## config.mk

```make
export PLATFORM = sky130hd
export DESIGN_NAME = fdc_dma_req
export DESIGN_NICKNAME = d
export VERILOG_FILES = /design/src/rtl/fdc_dma_req.sv
export SDC_FILE = /design/constraint.sdc
export NUM_CORES = 1
export LEC_CHECK = 0
export ABC_AREA = 1
export BUFFER_PORTS_ARGS = -buffer_cell sky130_fd_sc_hd__buf_4
export CAP_MARGIN = 20
export CORE_AREA = 3 3 40 42
export CTS_CLUSTER_DIAMETER = 40
export DETAILED_ROUTE_END_ITERATION = 12
export DIE_AREA = 0 0 43 45
export RECOVER_POWER = 25
export REMOVE_ABC_BUFFERS = 1
export SLEW_MARGIN = 20
export SYNTH_ARGS = -nofsm -noshare
export SYNTH_HDL_FRONTEND = slang
export SYNTH_SLANG_ARGS = --single-unit
```

## constraint.sdc

```tcl
create_clock -name clk -period 1.2 [get_ports clk]
set_clock_uncertainty 0.05 [all_clocks]
set_input_delay 0.06 -clock clk [delete_from_list [all_inputs] [get_ports clk]]
set_output_delay 0.06 -clock clk [all_outputs]
set_load 0.02 [all_outputs]
```

## src/rtl/fdc_dma_req.sv

```systemverilog
module fdc_dma_req (
  input  logic clk,
  input  logic rst_n,
  input  logic mode_we,
  input  logic mode_bit,
  input  logic dma_en,
  input  logic xfer_pend,
  input  logic xfer_rd,
  input  logic fifo_en,
  input  logic dack_n,
  input  logic last_xfer,
  input  logic vfy_cyc,
  output logic drq,
  output logic rd_stb,
  output logic wr_stb
);

  logic single_q, drq_q, done_q, dack_q;

  wire live     = dma_en & xfer_pend;
  wire ack_edge = live & dack_q & ~dack_n;
  wire rd_ok    = xfer_rd & (~vfy_cyc | ~fifo_en);
  wire wr_ok    = ~xfer_rd & ~vfy_cyc;

  always_ff @(posedge clk) begin
    if (!rst_n) begin
      single_q <= 1'b1;
      drq_q    <= 1'b0;
      done_q   <= 1'b0;
      dack_q   <= 1'b1;
      rd_stb   <= 1'b0;
      wr_stb   <= 1'b0;
    end else begin
      dack_q <= dack_n;
      if (mode_we) single_q <= mode_bit;
      rd_stb <= ack_edge & rd_ok;
      wr_stb <= ack_edge & wr_ok;
      if (!live) begin
        drq_q  <= 1'b0;
        done_q <= 1'b0;
      end else if (done_q) begin
        drq_q <= 1'b0;
      end else if (ack_edge & last_xfer) begin
        drq_q  <= 1'b0;
        done_q <= 1'b1;
      end else if (single_q) begin
        drq_q <= ~ack_edge & (drq_q | dack_n);
      end else begin
        drq_q <= 1'b1;
      end
    end
  end

  assign drq = drq_q & live;

endmodule


```

==> results.yml <==
run_status:
  outcome: "complete, no violations"
timing:
  rsz0062_at_grt: "no"
  setup_tns_ps: 0
  worst_pin_slew_ps: 254
  drv_slew: 0
  maxSlewHeadroom_pct: 83.1
  worst_slack_ps: 153
  fin_crit_ps: 1050
  final_hold_viol_count: 0
  fmax_ghz: 0.955
  final.period_utilization_pct: 87.3
  setup_violations: 0
logic_synthesis:
  syn_avg_cell_area_um2: 8.05
  synth.cell_area_um2: 258
  yosysTopAreaCell: "dfxtp_1"
  synth_edf_count: 0
  yosys.area.top_type_share_pct: 46.6
  synthArstFlopShare_pct: 0
  synth.distinct_cells: 14
  synth_ff_type: "dfxtp_1"
  netlist_instances: 32
  seq_area_frac_synth_pct: 46.6
  yosys-top-cells-count: "6 x dfxtp_1, 6 x inv_1, 5 x nand2_1"
  ys_warn_count: 0
  synth.area.top_cells: "dfxtp_1 47%, inv_1 8.7%, nand2_1 7.3%, nor2_1 5.8%, a211oi_2 4.9%"
  synth-seq-cells: 6
finish:
  diodes: 0
  utilization_pct: 35.0
  fin_cells: 69
  area_delta_synth_final_pct: 74.3
  nets: 67
  drive_gt1_share_pct: 38.9
detailed_routing:
  drc: 0
  vias: 252
  wl_um: 544
  viasPerCell: 3.65
  dr.pass1.iters: 4
  wl_per_cell_um: 7.88
  drt_iter0_drc: 5
  antenna_left: 0
worst_hold_path:
  hold_depth: 4
  hold_start: "xfer_rd"
  hold_class: "in2reg"
  holdPathEnd: "wr_stb"
cts:
  clk_path_buf_depth: 2
  clock-root-buffer: "clkbuf_4"
  clk_latency_ps: 230
  cts_resized: 0
  cts_tree: "yes"
  cts.clk_slew.worst_paths_ps: 40
  cts_made_buffers: 3
  htree_levels: 1
  post_cts_buffers: 0
  cts_sinks: 6
power_and_ir_drop:
  pwr_density_cell_mw_per_mm2: 1020
  max-vdd-ir-drop_mv: 0.644
  finalPower_mw: 0.459
  leakage_nw: 0.211
critical_path:
  worstPathRequired_ps: 1280
  cp.arrival_ps: 1130
  slowest_stage: "dlygate4sd3_1"
  cp_max_fo: 3
  worst-setup-path-type: "in2reg"
  path_cells: "dlygate4sd3_1, clkbuf_1, nor2_4, nand2_1, a21oi_1, nor2_1"
  crit_path_end_kind: "flip-flop"
  rrSetupSlack_ps: 330
  r2r-start: "dack_q"
  critical_path.max_stage_delay_ps: 530
  crit_family: "buffers and inverters"
  r2r_end: "drq_q"
  critPathLaunchType: "primary input"
  reg2reg_depth: 5
  cp_num_buf_inv: 2
floorplanning:
  die_y_um: 45
  dieArea_mm2: 0.00194
  num_io_pins: 14
  initial_utilization_pct: 20.1
  fp.coreArea_mm2: 0.00128
  num_rows: 13
  die_w_um: 43
global_route:
  grt_pass1_wl_um: 952
  grt_antenna_before_repair: 0
  grt_overflow: 0
  grtUsageTotal_pct: 7.41
  grt_pass1_vias: 255
  grt_max_degree: 5
placement:
  dp_hpwl_um: 418
  dp_slack_ps: 321
  placedCellCount: 60
  port_buffers: 13
  gp_congestion: 0.644
flow_run:
  drv_cap: 0
## routing by layer
metal	up-vias	wire (um)	share of wire (%)	GRT usage, %
met2	8	257	47	11.4
met3	2	55	10	7.57
met5	-	0	0	0
li1	142	-	-	-
met4	0	10	1.8	3.61
met1	100	220	40	6.27
## worst reg2reg max path: cells and delay by family, from the launching register on
kind	cells	cell delay (ps)
and+or+nand+nor	3	230
AOI/OAI and AO/OA	1	140
DFF	1	300
buffers and inverters	1	50
## where the power goes
part	switching [mW]	internal (mW)
sequential	0.00133	0.206
combinational	0.0301	0.0440
clock	0.0643	0.113
## sequential cells by signal, indices dropped and copies added, names as in the netlist
register  cells
done_q        1
drq_q         1
wr_stb        1
single_q      1
rd_stb        1
dack_q        1
## cells in the final DEF (no fill, tap or decap)
cell / synthesis / layout
nor2_4: 1 / 1
clkbuf_1: 0 / 2
dlygate4sd3_1: 0 / 6
dfxtp_1: 6 / 6
nor2_1: 4 / 4
buf_4: 0 / 11
nand2_1: 5 / 5
nand3_1: 1 / 1
nand2_2: 1 / 1
a211oi_2: 1 / 1
inv_2: 1 / 1
inv_1: 6 / 6
a21oi_1: 2 / 2
clkbuf_4: 0 / 3
nor2_2: 1 / 1
nand3_2: 1 / 1
o21ai_0: 1 / 1
a21boi_2: 1 / 1
## per-stage QoR
step,hold slack (ps),area [um2]
finish,13.5,449
CTS,4.16,457
detailed placement,200,374
global placement,200,374
global route,22.1,449
floorplan,78.7,258
## final cells by class
type / count / area, um2
Multi-Input combinational cell: 19 / 111
Tap cell: 15 / 18.8
Fill cell: 142 / 836
Timing Repair Buffer: 19 / 150
Inverter: 7 / 26.3
Sequential cell: 6 / 120
Clock buffer: 3 / 22.5
## cell families after synthesis
| group | synth area share, % |
|---|---|
| simple gates | 28.2 |
| compound gates | 15.0 |
| flops | 46.6 |
| buf+inv | 10.2 |
## how the worst max path moves through the flow
stage,slack [ps],to,depth (start not counted),from
after floorplan,380,drq_q,5,dack_q
after global placement,340,drq_q,5,dack_q
after detailed placement,320,drq_q,5,dack_q
after CTS,160,drq_q,6,dack_n
after global routing,80,drq_q,6,dack_n
final,150,drq_q,6,dack_n
## timing repair
action,4_1_cts,5_1_grt
hold endpoints to repair,3,0
endpoints found under the setup margin,0,0
hold buffers,6,0
Power figures use the tool's default switching activity.
